<file path="config.mk">
export PLATFORM = sky130hd
export DESIGN_NAME = dual_peak_decim
export DESIGN_NICKNAME = d
export VERILOG_FILES = /design/src/rtl/pkd_pkg.sv /design/src/rtl/bit_unreverse.sv /design/src/rtl/sample_timer.sv /design/src/rtl/minmax_tracker.sv /design/src/rtl/dual_peak_decim.sv
export SDC_FILE = /design/constraint.sdc
export NUM_CORES = 1
export LEC_CHECK = 0
export BUFFER_PORTS_ARGS = -buffer_cell sky130_fd_sc_hd__buf_2
export CELL_PAD_IN_SITES_DETAIL_PLACEMENT = 0
export CELL_PAD_IN_SITES_GLOBAL_PLACEMENT = 1
export CORE_MARGIN = 1
export CORE_UTILIZATION = 45
export DETAILED_ROUTE_END_ITERATION = 8
export HOLD_SLACK_MARGIN = 0.03
export PLACE_DENSITY_LB_ADDON = 0.1
export SLEW_MARGIN = 20
export SYNTH_ARGS = -nofsm -noshare
export SYNTH_HDL_FRONTEND = slang
export SYNTH_SLANG_ARGS = --single-unit
</file>
<file path="constraint.sdc">
create_clock -name clk -period 10.5 [get_ports clk]
set_input_delay 1.575 -clock clk [delete_from_list [all_inputs] [get_ports clk]]
set_output_delay 1.575 -clock clk [all_outputs]
set_load 0.01 [all_outputs]
</file>
<file path="src/rtl/pkd_pkg.sv">
package pkd_pkg;
  typedef enum logic {RUN_IDLE, RUN_ACTIVE} run_e;

  function automatic int unsigned ring_next(int unsigned a, int unsigned depth);
    return (a == depth - 1) ? 0 : a + 1;
  endfunction
endpackage

</file>
<file path="src/rtl/bit_unreverse.sv">
module bit_unreverse #(
  parameter int W = 10
) (
  input  logic [W-1:0] din,
  output logic [W-1:0] dout
);
  for (genvar k = 0; k < W; k++) begin : g_bit
    assign dout[k] = din[W-1-k];
  end
endmodule

</file>
<file path="src/rtl/sample_timer.sv">
module sample_timer
  import pkd_pkg::*;
#(
  parameter int PER_W = 8
) (
  input  logic             clk,
  input  logic             rst,
  input  logic             arm,
  input  logic             halt,
  input  logic [PER_W-1:0] per_cfg,
  output logic             running,
  output logic             tick,
  output logic             smp_clk
);
  run_e             st_q;
  logic [PER_W-1:0] ph_q, per_q, ph_n;

  assign running = (st_q == RUN_ACTIVE);
  assign tick    = running && !halt && (ph_q == per_q - 1'b1);
  assign ph_n    = (ph_q == per_q - 1'b1) ? '0 : ph_q + 1'b1;

  always_ff @(posedge clk) begin
    if (rst) begin
      st_q    <= RUN_IDLE;
      ph_q    <= '0;
      per_q   <= '0;
      smp_clk <= 1'b0;
    end else if (arm) begin
      st_q    <= RUN_ACTIVE;
      ph_q    <= '0;
      per_q   <= per_cfg;
      smp_clk <= (per_cfg >> 1) != '0;
    end else if (halt) begin
      st_q    <= RUN_IDLE;
      ph_q    <= '0;
      smp_clk <= 1'b0;
    end else if (running) begin
      ph_q    <= ph_n;
      smp_clk <= ph_n < (per_q >> 1);
    end
  end
endmodule

</file>
<file path="src/rtl/minmax_tracker.sv">
module minmax_tracker #(
  parameter int W = 10
) (
  input  logic         clk,
  input  logic         rst,
  input  logic         smp_en,
  input  logic         first,
  input  logic [W-1:0] sample,
  output logic [W-1:0] nxt_min,
  output logic [W-1:0] nxt_max
);
  logic [W-1:0] min_q, max_q;

  assign nxt_min = (first || sample < min_q) ? sample : min_q;
  assign nxt_max = (first || sample > max_q) ? sample : max_q;

  always_ff @(posedge clk) begin
    if (rst) begin
      min_q <= '1;
      max_q <= '0;
    end else if (smp_en) begin
      min_q <= nxt_min;
      max_q <= nxt_max;
    end
  end
endmodule

</file>
<file path="src/rtl/dual_peak_decim.sv">
module dual_peak_decim
  import pkd_pkg::*;
#(
  parameter int CH_W   = 10,
  parameter int PER_W  = 8,
  parameter int CNT_W  = 8,
  parameter int DEPTH  = 8,
  localparam int ADDR_W = (DEPTH > 1) ? $clog2(DEPTH) : 1,
  localparam int BUS_W  = 2 * CH_W + 1,
  localparam int REC_W  = 4 * CH_W
) (
  input  logic              clk,
  input  logic              rst,
  input  logic              start,
  input  logic [PER_W-1:0]  period_cfg,
  input  logic [CNT_W-1:0]  ival_cfg,
  input  logic [BUS_W-1:0]  adc_bus,
  input  logic              stop_in,
  output logic              adc_clk,
  output logic              busy,
  output logic              wr_en,
  output logic [ADDR_W-1:0] wr_addr,
  output logic [REC_W-1:0]  wr_data,
  output logic              done,
  output logic [ADDR_W-1:0] last_addr
);
  localparam int NCH = 2;

  logic              stop_q, stop_rise, arm, halt, tick;
  logic [CNT_W-1:0]  ival_q, left_q;
  logic              first_q;
  logic [ADDR_W-1:0] addr_q;
  logic [CH_W-1:0]   raw   [NCH];
  logic [CH_W-1:0]   val   [NCH];
  logic [CH_W-1:0]   mn    [NCH];
  logic [CH_W-1:0]   mx    [NCH];
  logic              unused_clk_slot;

  assign unused_clk_slot = adc_bus[CH_W];
  assign raw[0]    = adc_bus[CH_W-1:0];
  assign raw[1]    = adc_bus[BUS_W-1:CH_W+1];
  assign stop_rise = stop_in && !stop_q;
  assign arm       = start && !busy;
  assign halt      = busy && stop_rise;

  sample_timer #(.PER_W(PER_W)) u_timer (
    .clk(clk), .rst(rst), .arm(arm), .halt(halt), .per_cfg(period_cfg),
    .running(busy), .tick(tick), .smp_clk(adc_clk)
  );

  for (genvar c = 0; c < NCH; c++) begin : g_ch
    bit_unreverse #(.W(CH_W)) u_rev (.din(raw[c]), .dout(val[c]));
    minmax_tracker #(.W(CH_W)) u_trk (
      .clk(clk), .rst(rst), .smp_en(tick), .first(first_q),
      .sample(val[c]), .nxt_min(mn[c]), .nxt_max(mx[c])
    );
  end

  always_ff @(posedge clk) begin
    if (rst) begin
      stop_q    <= 1'b0;
      ival_q    <= '0;
      left_q    <= '0;
      first_q   <= 1'b1;
      addr_q    <= '0;
      wr_en     <= 1'b0;
      wr_addr   <= '0;
      wr_data   <= '0;
      done      <= 1'b0;
      last_addr <= '0;
    end else begin
      stop_q <= stop_in;
      wr_en  <= 1'b0;
      if (arm) begin
        ival_q  <= ival_cfg;
        left_q  <= ival_cfg;
        first_q <= 1'b1;
        addr_q  <= '0;
        done    <= 1'b0;
      end else if (halt) begin
        done <= 1'b1;
      end else if (tick) begin
        if (left_q <= 1) begin
          wr_en     <= 1'b1;
          wr_addr   <= addr_q;
          last_addr <= addr_q;
          wr_data   <= {mx[1], mn[1], mx[0], mn[0]};
          addr_q    <= ADDR_W'(ring_next(32'(addr_q), DEPTH));
          left_q    <= ival_q;
          first_q   <= 1'b1;
        end else begin
          left_q  <= left_q - 1'b1;
          first_q <= 1'b0;
        end
      end
    end
  end
endmodule

</file>
* Word-level counts from Yosys, hierarchy flattened
Cells that the tools add are included.
** Word-level totals
- Flip-flop bits (word level) :: 124
- Bits of input ports :: 41
- Output and inout bits :: 50
- Word-level logic and storage cells :: 72
** Operators by class
- Add/sub/neg operators :: 4
- $lt $le $gt $ge :: 6
- Eq/ne operators :: 3
- Mux-type cells :: 16
- Bitwise operators :: 3
- Reduce and logical (&&, ||, !) cells :: 23
** Operator list (number)
- $mux 10 :: 4
- $mux 8 :: 5
- $gt 10x10->1 :: 2
- $lt 10x10->1 :: 2
- $sub 8x1->8 const B :: 2
- $add 8x1->8 const B :: 1
- $eq 8x8->1 :: 1
- $le 8x1->1 const B :: 1
- $lt 8x7->1 :: 1
- $reduce_bool 8->1 :: 1
- $mux 1 :: 6
- $logic_and 1x1->1 :: 5
- $logic_or 1x1->1 :: 4
- $reduce_and 2->1 :: 2
- $reduce_and 4->1 :: 1
- $reduce_bool 2->1 :: 2
- $reduce_or 4->1 :: 1
- $add 3x1->3 const B :: 1
- $eq 3x3->1 const B :: 1
- $logic_not 1->1 :: 3
- $mux 3 :: 1
- $not 1->1 :: 3
- $reduce_and 3->1 :: 1
- $reduce_bool 3->1 :: 1
- other kinds (3) :: 3

* Depth between registers and ports, before layout
Gate-level depths: netlist of the first run.
- Word-level depth :: 9
- Gate-level depth with buffers :: 14
- Depth with buffers taken out :: 14

* Cells and area by module
A second synthesis of the first run with hierarchy kept.
** Unflattened totals
- Cell total of the unflattened synthesis :: 969
- Area total of the unflattened synthesis :: 7649.8 sq um
** Modules (own cells, without submodules)
- minmax_tracker :: times used 2, cells an instance 227, area each 1762.9 sq um
- dual_peak_decim :: times used 1, cells an instance 333, area each 2656.3 sq um
- sample_timer :: times used 1, cells an instance 162, area each 1317.5 sq um
- bit_unreverse :: times used 2, cells an instance 10, area each 75.1 sq um

* Worst setup path after synthesis of the first run
No wires, ideal clock.
- Kind :: input -> register
- From :: in adc_bus[15]
- To :: reg wr_data[20]
- Data arrival time :: 3359 ps
- Required time :: 10366 ps
- Path slack :: 7006 ps
- Stages :: 8
- Path buffers :: 1
- Cells stage by stage :: ha_1 > a2111oi_0 > nand2_1 > a21oi_1 > o32a_1 > clkbuf_1 > mux2i_1 > a211oi_1
** Between the ends
- Cells in the longest elaborated chain, start to end :: 3
** RTL lines
- from (decl) :: RTL line dual_peak_decim.sv:17 : input logic [BUS_W-1:0] adc_bus,
- $lt 10x10->1 :: RTL line minmax_tracker.sv:14 : assign nxt_min = (first || sample < min_q) ? sample : min_q;
- $logic_or 1x1->1 :: RTL line minmax_tracker.sv:14
- $mux 10 :: RTL line minmax_tracker.sv:14
- to (signal assigned) :: RTL line dual_peak_decim.sv:87 : wr_data <= {mx[1], mn[1], mx[0], mn[0]};
- to (decl) :: RTL line dual_peak_decim.sv:23 : output logic [REC_W-1:0] wr_data,
Every way passes these cells.
A chain may end at the register's enable or synchronous reset.

* Worst setup path in the final report of the first run
- From :: in adc_bus[15]
- To :: reg g_ch[1].u_trk.min_q[0]
** Between the ends
- Cells in the longest elaborated chain, start to end :: 3
** RTL lines
- $lt 10x10->1 :: RTL line minmax_tracker.sv:14
- $logic_or 1x1->1 :: RTL line minmax_tracker.sv:14
- $mux 10 :: RTL line minmax_tracker.sv:14
- to (signal assigned) :: RTL line minmax_tracker.sv:22 : min_q <= nxt_min;
- to (decl) :: RTL line minmax_tracker.sv:12 : logic [W-1:0] min_q, max_q;
Every way passes these cells.

==> results.sh, run 1 <==
export IMPL_status="finished, final reports clean"
export IMPL_irDropWorstVdd_mv=0.121
export IMPL_ant_nets=0
export IMPL_synthSimpleGateAreaFrac_pct=15.4
export IMPL_post_cts_buffers=0
export IMPL_yosys_area_top_type="dfxtp_1"
export IMPL_cts_buffers=17
export IMPL_final_nets=1009
export IMPL_wirelength_met1_um=8880
export IMPL_max_freq_mhz=242
export IMPL_period_share_pct=39.4
export IMPL_drtIter0Drc=419
export IMPL_wl_per_cell_um=17.0
export IMPL_dp_hpwl_um=12600
export IMPL_clock_path_buffers=2
export IMPL_period_minus_slack_ps=4130
export IMPL_dr_max_layer_used="met4"
export IMPL_synth_area_leaders="dfxtp_1 (35%), mux2i_1 (9.7%), ha_1 (8.7%), a211oi_1 (4.6%), nand2_1 (4.5%)"
export IMPL_grt_overflow_total=0
export IMPL_clk_latency_ps=430
export IMPL_worst_ep_required_time_ps=10830
export IMPL_timing_final_ws_setup_ps=6370
export IMPL_grt_pass1_vias=6379
export IMPL_synthCells=866
export IMPL_port_buffers=89
export IMPL_final_layout_size_suffix_gt1_share_pct=15.9
export IMPL_die_area_mm2=0.0165
export IMPL_syn_to_final_growth_pct=16.2
export IMPL_p_leak_nw=3.52
export IMPL_met2WireLength_um=9370
export IMPL_cp_arrival_ps=4470
export IMPL_hold_class="reg -> reg"
export IMPL_first_pass_iters=5
export IMPL_ys_seq_area_share_pct=34.5
export IMPL_antenna_found_initial=1
export IMPL_cts_tree="built"
export IMPL_routed_wl_um=19400
export IMPL_multi_input_area_mm2=0.00420
export IMPL_cap_violations=0
export IMPL_yosys_cell_types_count=50
export IMPL_start_util_pct=46.6
export IMPL_gp_congestion=0.846
export IMPL_syn_mean_instance_area_um2=8.31
export IMPL_slew_violations=0
export IMPL_synth_edff_count=0
export IMPL_final_hold_viol_count=0
export IMPL_die_w_um=128
export IMPL_hold_buffers=0
export IMPL_fillCellCount=1465
export IMPL_synth_top_family_by_area="compound AO/OA/AOI/OAI gates"
export IMPL_cts_clk_slew_worst_paths_ps=60
export IMPL_coreArea_mm2=0.0154
export IMPL_synth_fa_ha_area_share_pct=8.70
export IMPL_die_h_um=128
export IMPL_antenna_cells=0
export IMPL_end_kind="flip-flop"
export IMPL_drcViolationCount=0
export IMPL_fin_skew_ps=14.4
export IMPL_synthFlopType="dfxtp_1"
export IMPL_finalSetupViolCount=0
export IMPL_synthesis_nets=957
export IMPL_io_pins=91
export IMPL_setup_tns_final_ps=0
export IMPL_synth_xor_area_share_pct=2.19
export IMPL_ys_ff_latch=124
export IMPL_tightest_slew_ps=1010
export IMPL_synth_area_mm2=0.00719
export IMPL_relSlewSlack_pct=32.6
export IMPL_grt_pass1_wl_um=31800
export IMPL_rows=45
export IMPL_post_place_ws_ps=5930
export IMPL_cts_repair_resized=0
export IMPL_vias=6554
export IMPL_async_reset_ff_share_pct=0
export IMPL_met3_length_um=915
export IMPL_yosysTopAreaCellShare_pct=34.5
export IMPL_rsz0062_at_grt="false"
export IMPL_cts_sinks=124
export IMPL_htree_num_levels=4
export IMPL_grt_max_degree=93
export IMPL_synth_compound_area_share_pct=21.9
export IMPL_grt_usage_pct=24.4
export IMPL_clockRootBuffer="clkbuf_16"
export IMPL_p_per_area_mw_per_mm2=148
export IMPL_critPathMaxFanout=11
export IMPL_path_class="in -> reg"
export IMPL_synth_area_mux_share_pct=9.74
export IMPL_start_kind="input pin"
export IMPL_yosysWarningCount=0
export IMPL_seq_area_mm2=0.00248
export IMPL_viasPerCell=5.74
==> worst paths after layout <==
check / start / end / slack, ps / cells past startpoint
setup / recovery: adc_bus[15] / g_ch[1].u_trk.min_q[0] / 6370 / 8
hold / removal: u_timer.per_q[6] / u_timer.per_q[6] / 460 / 2
setup reg to reg: u_timer.per_q[1] / wr_data[28] / 6610 / 10
hold reg to reg: u_timer.per_q[6] / u_timer.per_q[6] / 460 / 2
==> registers in the layout, summed over array words and instances (netlist names), 3 cells and up <==
register          cells
wr_data              40
g_ch.u_trk.max_q     20
g_ch.u_trk.min_q     20
ival_q                8
left_q                8
u_timer.per_q         8
u_timer.ph_q          8
addr_q                3
last_addr             3
==> cells in the mapped netlist (2+ instances only) <==
| cell | n |
|---|---|
| dfxtp_1 | 124 |
| nand2_1 | 87 |
| mux2i_1 | 70 |
| inv_1 | 61 |
| nor2_1 | 58 |
| a21oi_1 | 50 |
| ha_1 | 50 |
| clkbuf_1 | 48 |
| a211oi_1 | 44 |
| a31oi_1 | 44 |
| o21ai_0 | 23 |
| nand4_1 | 20 |
| buf_2 | 18 |
| o211ai_1 | 15 |
| nor2b_1 | 14 |
| nand3_1 | 12 |
| o41ai_1 | 11 |
| xnor2_1 | 11 |
| o31ai_1 | 10 |
| and3_1 | 8 |
| or4_1 | 8 |
| xor2_1 | 7 |
| a21o_1 | 6 |
| a311oi_1 | 6 |
| nand2b_1 | 6 |
| nor4_1 | 6 |
| nor3_1 | 5 |
| a211o_1 | 4 |
| a2111oi_0 | 3 |
| a41oi_1 | 3 |
| and2_1 | 3 |
| buf_1 | 3 |
| buf_4 | 3 |
| o22ai_1 | 3 |
| or3_1 | 3 |
| a2111o_1 | 2 |
| nor4b_1 | 2 |
| o21a_1 | 2 |
| o21bai_1 | 2 |
==> logic make-up after synthesis <==
family | after synthesis
AOI/OAI and AO/OA | 234
buffers and inverters | 135
muxes | 70
and+or+nand+nor | 235
adders and majority gates | 50
xor gates and xnor gates | 18
DFF | 124
==> through the flow <==
stage / instances / instance area [um^2] / hold slack (ps) / total power, mW / utilization [%]
after detailed placement: 1109 / 7740 / 449 / 0.645 / 50.2
after global routing: 1142 / 8360 / 471 / 1.28 / 54.2
final: 1142 / 8360 / 456 / 1.23 / 54.2
after global placement: 1109 / 7740 / 445 / 0.641 / 50.2
after CTS: 1141 / 8340 / 458 / 1.25 / 54.1
after floorplan: 866 / 7190 / 433 / 0.598 / -
==> routing by layer <==
| layer | up-vias | GRT usage, % |
|---|---|---|
| met5 | - | 0 |
| met4 | 0 | 6.44 |
| met3 | 21 | 5.70 |
| met2 | 154 | 41.9 |
| met1 | 3134 | 30.5 |
| li1 | 3245 | - |
==> layout make-up <==
type / count / area share (%)
Clock inverter: 13 / 1.99
Tap cell: 211 / 3.16
Sequential cell: 124 / 29.7
Inverter: 62 / 2.78
Multi-Input combinational cell: 607 / 50.2
Clock buffer: 19 / 5.18
Timing Repair Buffer: 106 / 7.00
==> layout by cell type, fill, tap and decap left out, types with 16 or more instances in the layout <==
cell type | netlist | final
a211oi_1 | 44 | 43
a21oi_1 | 50 | 50
a31oi_1 | 44 | 44
buf_2 | 18 | 89
buf_4 | 3 | 16
clkbuf_16 | 0 | 17
dfxtp_1 | 124 | 124
ha_1 | 50 | 50
inv_1 | 61 | 61
mux2i_1 | 70 | 70
nand2_1 | 87 | 87
nand4_1 | 20 | 20
nor2_1 | 58 | 58
o21ai_0 | 23 | 23
==> report_power, final <==
part	leakage (nW)	internal, mW	switching [mW]
combinational	2.24	0.0485	0.102
sequential	1.00	0.479	0.00851
clock	0.284	0.374	0.222
==> critical path, cell delays in order <==
cell and delay, ps:
buf_2 140, ha_1 330, a2111oi_0 420, nand2_1 100
a21oi_1 140, o32a_1 640, nand4_1 760, mux2i_1 370
(Power assumes the default switching activity.)
==> run 2, diff against run 1 <==
--- a/config.mk
+++ b/config.mk
@@ -9,7 +9,7 @@
 export CELL_PAD_IN_SITES_DETAIL_PLACEMENT = 0
 export CELL_PAD_IN_SITES_GLOBAL_PLACEMENT = 1
 export CORE_MARGIN = 1
-export CORE_UTILIZATION = 45
+export CORE_UTILIZATION = 40
 export DETAILED_ROUTE_END_ITERATION = 8
 export HOLD_SLACK_MARGIN = 0.03
 export PLACE_DENSITY_LB_ADDON = 0.1
==> constraint.sdc (replaced) <==
create_clock -name clk -period 3.4 [get_ports clk]
set_input_delay 0.51 -clock clk [delete_from_list [all_inputs] [get_ports clk]]
set_output_delay 0.51 -clock clk [all_outputs]
set_load 0.01 [all_outputs]
==> run 2 against run 1 <==
Critical path depth rose by 4. Via count rose by 0.61%. Sequential share of layout area fell by 0.38 points. Cell count rose by 2.4%. Die area rose by 12%. Sequential power rose to 3.1 times the previous value. Non-clock buffer count rose by 13. Flip-flop and latch count did not move. Global-route usage fell by 2.1 points. Combinational power rose to 3.2 times the previous value. Clock skew fell by 3.1 ps. First-iteration DRC count fell by 22%. Critical endpoint is now u_timer.smp_clk. Largest power group unchanged.
==> results.sh, run 2 (same netlist as run 1, synthesis figures left out) <==
export IMPL_rows=48
export IMPL_syn_to_final_growth_pct=17.7
export IMPL_cpMostUsedCell="or3_1"
export IMPL_most_common_layout_cells="dfxtp_1 (124), buf_2 (89), nand2_1 (87), mux2i_1 (70), inv_1 (61)"
export IMPL_clock_path_buffers=2
export IMPL_routed_wl_um=19700
export IMPL_post_cts_buffers=0
export IMPL_clk_latency_ps=420
export IMPL_final_nets=1022
export IMPL_final_util_pct=48.6
export IMPL_start_util_pct=41.3
export IMPL_relSlewSlack_pct=53.2
export IMPL_path_class="reg -> reg"
export IMPL_wl_per_cell_um=16.9
export IMPL_finalSetupViolCount=0
export IMPL_htree_num_levels=4
export IMPL_max_freq_mhz=321
export IMPL_cap_violations=0
export IMPL_first_pass_iters=5
export IMPL_cts_clk_slew_worst_paths_ps=50
export IMPL_viasPerCell=5.64
export IMPL_hold_class="in -> reg"
export IMPL_port_buffers=89
export IMPL_period_minus_slack_ps=3110
export IMPL_hold_buffers=0
export IMPL_tightest_slew_ps=703
export IMPL_cts_repair_resized=0
export IMPL_die_area_mm2=0.0185
export IMPL_drcViolationCount=0
export IMPL_die_w_um=136
export IMPL_gp_congestion=0.818
export IMPL_ant_nets=0
export IMPL_coreArea_mm2=0.0174
export IMPL_rsz0062_at_grt="false"
export IMPL_antenna_found_initial=0
export IMPL_cts_tree="built"
export IMPL_antenna_cells=0
export IMPL_crit_path_top_delay_cell="or4_1"
export IMPL_io_pins=91
export IMPL_grt_max_degree=68
export IMPL_largest_register_ffs=40
export IMPL_worst_ep_required_time_ps=3700
export IMPL_cp_arrival_ps=3410
export IMPL_final_layout_size_suffix_gt1_share_pct=17.3
export IMPL_slowest_delay_ps=550
export IMPL_cts_sinks=124
export IMPL_drtIter0Drc=326
export IMPL_status="finished, final reports clean"
export IMPL_grt_pass1_wl_um=32300
export IMPL_grt_pass1_vias=6443
export IMPL_irDropWorstVdd_mv=0.318
export IMPL_slew_violations=0
export IMPL_critPathMaxFanout=6
export IMPL_top_regs="wr_data x40, g_ch.u_trk.max_q x20, g_ch.u_trk.min_q x20"
export IMPL_cts_buffers=17
export IMPL_end_kind="flip-flop"
export IMPL_final_common_cell="dfxtp_1"
export IMPL_power_total_mw=3.76
export IMPL_dp_hpwl_um=13500
export IMPL_path_cells="or4_1 > or3_1 > a211oi_2 > a21oi_2 > nor2_4 > nor2_1 > ha_1 > nand3_1 > or3_1 > o21bai_1 > a32oi_1 > o21ai_0"
export IMPL_period_share_pct=91.5
export IMPL_dpl_cell_area_mm2=0.00788
export IMPL_vias=6594
export IMPL_setup_tns_final_ps=0
export IMPL_clockRootBuffer="clkbuf_16"
export IMPL_die_h_um=136
export IMPL_regMostFlops="wr_data"
export IMPL_p_per_area_mw_per_mm2=444
export IMPL_final_hold_viol_count=0
export IMPL_fin_area_mm2=0.00847
export IMPL_grt_overflow_total=0
export IMPL_p_leak_nw=3.58
export IMPL_fin_skew_ps=11.3
export IMPL_grt_usage_pct=22.2
export IMPL_start_kind="flip-flop"
-- run 2: cell count changes in the layout (fill, tap and decap cells not counted) --
cell	previous run	this run
buf_4	16	29
clkbuf_8	0	5
bufinv_16	3	1
clkinv_4	3	1
clkinvlp_4	3	5
inv_6	2	0
clkbuf_1	2	1
nor2_1	58	57
nor2_4	1	2
-- run 2: cell type report --
| cell class | instances | area (um^2) |
|---|---|---|
| clock buffers | 23 | 498 |
| repair buffers | 119 | 683 |
| well taps | 225 | 282 |
| multi-input cells | 607 | 4210 |
| inverters | 62 | 233 |
| fillers | 1746 | 8950 |
| flip-flops and latches | 124 | 2480 |
| clock inverters | 9 | 86.3 |
-- run 2: critical path, delay by kind of cell, from the launching register on --
family / cells / cell delay [ps]
AO/OA/AOI/OAI: 5 / 780
adder cells (fa/ha/maj): 1 / 300
flip-flops: 1 / 310
AND/OR/NAND/NOR: 6 / 1600
-- run 2: final timing paths --
path | startpoint | to | slack (ps) | depth (start not counted)
min | stop_in | stop_q | 320 | 2
max | u_timer.per_q[2] | u_timer.smp_clk | 290 | 12
max reg2reg | u_timer.per_q[2] | u_timer.smp_clk | 290 | 12
min reg2reg | ival_q[1] | ival_q[1] | 460 | 2
-- run 2: report_power, final --
group          internal (mW)  switching (mW)  leakage (nW)
registers               1.48          0.0221          1.00
clock network           1.10           0.678         0.273
logic                  0.159           0.322          2.30
total                   2.74            1.02          3.58
-- run 2: metrics by stage --
stage	worst slack [ps]	cells	hold WS [ps]
floorplan	86.0	866	433
global placement	167	1137	443
detailed placement	140	1137	451
CTS	125	1169	300
global route	4.44	1169	314
finish	289	1169	316
-- run 2: metal layers --
metal / routed length, um / part of all wire [%] / track usage [%] / up-vias
met5: 0 / 0 / 0 / -
met4: 221 / 1.1 / 6.42 / 0
met3: 855 / 4.3 / 5.18 / 18
met2: 9630 / 49 / 37.9 / 134
met1: 9040 / 46 / 27.7 / 3172
li1: - / - / - / 3270
==> run 3, diff against run 2 <==
--- a/config.mk
+++ b/config.mk
@@ -5,11 +5,12 @@
 export SDC_FILE = /design/constraint.sdc
 export NUM_CORES = 1
 export LEC_CHECK = 0
+export ABC_AREA = 1
 export BUFFER_PORTS_ARGS = -buffer_cell sky130_fd_sc_hd__buf_2
 export CELL_PAD_IN_SITES_DETAIL_PLACEMENT = 0
 export CELL_PAD_IN_SITES_GLOBAL_PLACEMENT = 1
 export CORE_MARGIN = 1
-export CORE_UTILIZATION = 40
+export CORE_UTILIZATION = 38
 export DETAILED_ROUTE_END_ITERATION = 8
 export HOLD_SLACK_MARGIN = 0.03
 export PLACE_DENSITY_LB_ADDON = 0.1
==> run 3 against run 2 <==
Hold slack gained 4.5 ps. Worst setup slack improved by 120 ps. Non-clock buffer count decreased by 23. Global-route usage decreased by 2.7 points. Critical path depth increased by 4. Fmax grew 3.9%. Count of clock-buffer cells in the layout down 1. First-iteration DRC count increased by 4.9%. Die area fell by 6.9%. Combinational power fell by 23%. Synthesized area is 12% lower. Critical endpoint is now addr_q[0]. Largest power group unchanged.
==> results.sh, run 3 <==
export IMPL_start_kind="flip-flop"
export IMPL_tightest_slew_ps=909
export IMPL_viasPerCell=5.06
export IMPL_multi_input_area_mm2=0.00327
export IMPL_period_minus_slack_ps=2990
export IMPL_synth_area_mux_share_pct=0
export IMPL_hold_buffers=0
export IMPL_rsz0062_at_grt="false"
export IMPL_synth_area_leaders="dfxtp_1 (39%), a21oi_1 (12%), ha_1 (9.8%), o21ai_0 (8.3%), nand2_1 (6.7%)"
export IMPL_wl_per_cell_um=14.0
export IMPL_seq_area_mm2=0.00248
export IMPL_final_layout_size_suffix_gt1_share_pct=14.7
export IMPL_top_regs="wr_data x40, g_ch.u_trk.max_q x20, g_ch.u_trk.min_q x20"
export IMPL_status="finished, final reports clean"
export IMPL_fin_area_mm2=0.00755
export IMPL_critPathMaxFanout=19
export IMPL_cts_clk_slew_worst_paths_ps=60
export IMPL_largest_register_ffs=40
export IMPL_synth_compound_area_share_pct=26.1
export IMPL_power_total_mw=3.84
export IMPL_p_per_area_mw_per_mm2=509
export IMPL_path_class="reg -> reg"
export IMPL_port_buffers=89
export IMPL_die_h_um=131
export IMPL_cts_sinks=124
export IMPL_grt_overflow_total=0
export IMPL_stdcell_count=1164
export IMPL_first_pass_iters=5
export IMPL_grt_max_degree=76
export IMPL_grt_pass1_wl_um=27100
export IMPL_syn_to_final_growth_pct=18.8
export IMPL_end_kind="flip-flop"
export IMPL_cpMostUsedCell="nand2_1"
export IMPL_async_reset_ff_share_pct=0
export IMPL_clk_latency_ps=420
export IMPL_ys_ff_latch=124
export IMPL_slew_violations=0
export IMPL_synthesis_nets=957
export IMPL_cp_arrival_ps=3360
export IMPL_synth_top_family_by_area="compound AO/OA/AOI/OAI gates"
export IMPL_antenna_cells=0
export IMPL_final_common_cell="a21oi_1"
export IMPL_start_util_pct=39.4
export IMPL_yosysTopAreaCellShare_pct=39.1
export IMPL_grt_pass1_vias=5527
export IMPL_grt_usage_pct=19.6
export IMPL_slowest_delay_ps=740
export IMPL_p_leak_nw=3.61
export IMPL_syn_mean_instance_area_um2=7.34
export IMPL_dp_hpwl_um=11200
export IMPL_netlist_top_cells_count="a21oi_1 (152), dfxtp_1 (124), nand2_1 (114), o21ai_0 (106), inv_1 (93)"
export IMPL_worst_ep_required_time_ps=3760
export IMPL_die_w_um=131
export IMPL_synthCells=866
export IMPL_yosys_cell_types_count=38
export IMPL_clockRootBuffer="clkbuf_16"
export IMPL_die_area_mm2=0.0172
export IMPL_crit_path_top_delay_cell="nor2_1"
export IMPL_finalSetupViolCount=0
export IMPL_cts_buffers=17
export IMPL_timing_final_ws_setup_ps=406
export IMPL_placedCellCount=1132
export IMPL_drtIter0Drc=342
export IMPL_coreArea_mm2=0.0161
export IMPL_relSlewSlack_pct=39.2
export IMPL_regMostFlops="wr_data"
export IMPL_gp_congestion=0.840
export IMPL_final_nets=1026
export IMPL_cap_violations=0
export IMPL_synth_edff_count=0
export IMPL_period_share_pct=88.1
export IMPL_max_freq_mhz=334
export IMPL_io_pins=91
export IMPL_cts_repair_resized=0
export IMPL_antenna_found_initial=0
export IMPL_synth_xor_area_share_pct=1.24
export IMPL_vias=5886
export IMPL_hold_slack_ps=320
export IMPL_clock_path_buffers=2
export IMPL_ys_seq_area_share_pct=39.1
export IMPL_synthSimpleGateAreaFrac_pct=14.3
export IMPL_hold_class="in -> reg"
export IMPL_rows=46
export IMPL_path_cells="inv_2 > ha_1 > inv_1 > nand2_1 > nand2_1 > nand2_1 > nand2_1 > nand3_1 > nor2_1 > nand2_2 > inv_2 > nand2_4 > nor2_1 > inv_2 > nor2_1 > a32o_1"
export IMPL_fin_skew_ps=10.4
export IMPL_synthFlopType="dfxtp_1"
export IMPL_fillCellCount=1632
export IMPL_drcViolationCount=0
export IMPL_synth_area_mm2=0.00635
export IMPL_dpl_cell_area_mm2=0.00691
export IMPL_yosys_area_top_type="dfxtp_1"
export IMPL_post_place_ws_ps=375
export IMPL_yosysWarningCount=0
export IMPL_final_util_pct=46.9
export IMPL_synthMostInstantiatedCell="a21oi_1"
export IMPL_irDropWorstVdd_mv=0.369
export IMPL_htree_num_levels=4
export IMPL_setup_tns_final_ps=0
export IMPL_routed_wl_um=16300
export IMPL_post_cts_buffers=0
export IMPL_final_hold_viol_count=0
export IMPL_cts_tree="built"
export IMPL_ant_nets=0
export IMPL_synth_fa_ha_area_share_pct=9.84
export IMPL_most_common_layout_cells="a21oi_1 (152), dfxtp_1 (124), nand2_1 (114), o21ai_0 (106), inv_1 (93)"
[run 3: layout make-up]
| type | instances | area share, % |
|---|---|---|
| Tap cell | 216 | 3.58 |
| Clock buffer | 22 | 6.28 |
| Multi-Input combinational cell | 595 | 43.3 |
| Sequential cell | 124 | 32.9 |
| Timing Repair Buffer | 96 | 6.76 |
| Clock inverter | 10 | 2.15 |
| Inverter | 101 | 5.02 |
[run 3: routing by layer]
layer  vias up  track usage (%)  share of wire (%)
li1       3065                -                  -
met1      2691             24.2                 47
met2       113             33.6                 48
met3        17             4.24                3.6
met4         0             6.40                1.4
met5         -                0                  0
[run 3: cell families after synthesis]
group                    after synthesis
AO/OA/AOI/OAI                        314
flip-flops                           124
buffers and inverters                147
XOR/XNOR                               9
AND/OR/NAND/NOR                      222
adder cells (fa/ha/maj)               50
[run 3: worst paths after layout]
kind / start / to / slack (ps) / cells past startpoint
hold / removal: stop_in / stop_q / 320 / 3
hold reg to reg: ival_q[5] / ival_q[5] / 460 / 2
setup / recovery: u_timer.per_q[0] / addr_q[0] / 410 / 16
setup reg to reg: u_timer.per_q[0] / addr_q[0] / 410 / 16
[run 3: report_power, final]
part	leakage, nW	internal [mW]	switching, mW
Sequential	1.01	1.48	0.0283
Clock	0.306	1.28	0.675
Combinational	2.30	0.133	0.238
[run 3: critical path, delay by kind of cell (launching register included)]
family / cells / cell delay (ps)
simple gates: 10 / 1670
buf+inv: 4 / 440
flops: 1 / 420
fa+ha+maj: 1 / 240
compound gates: 1 / 180
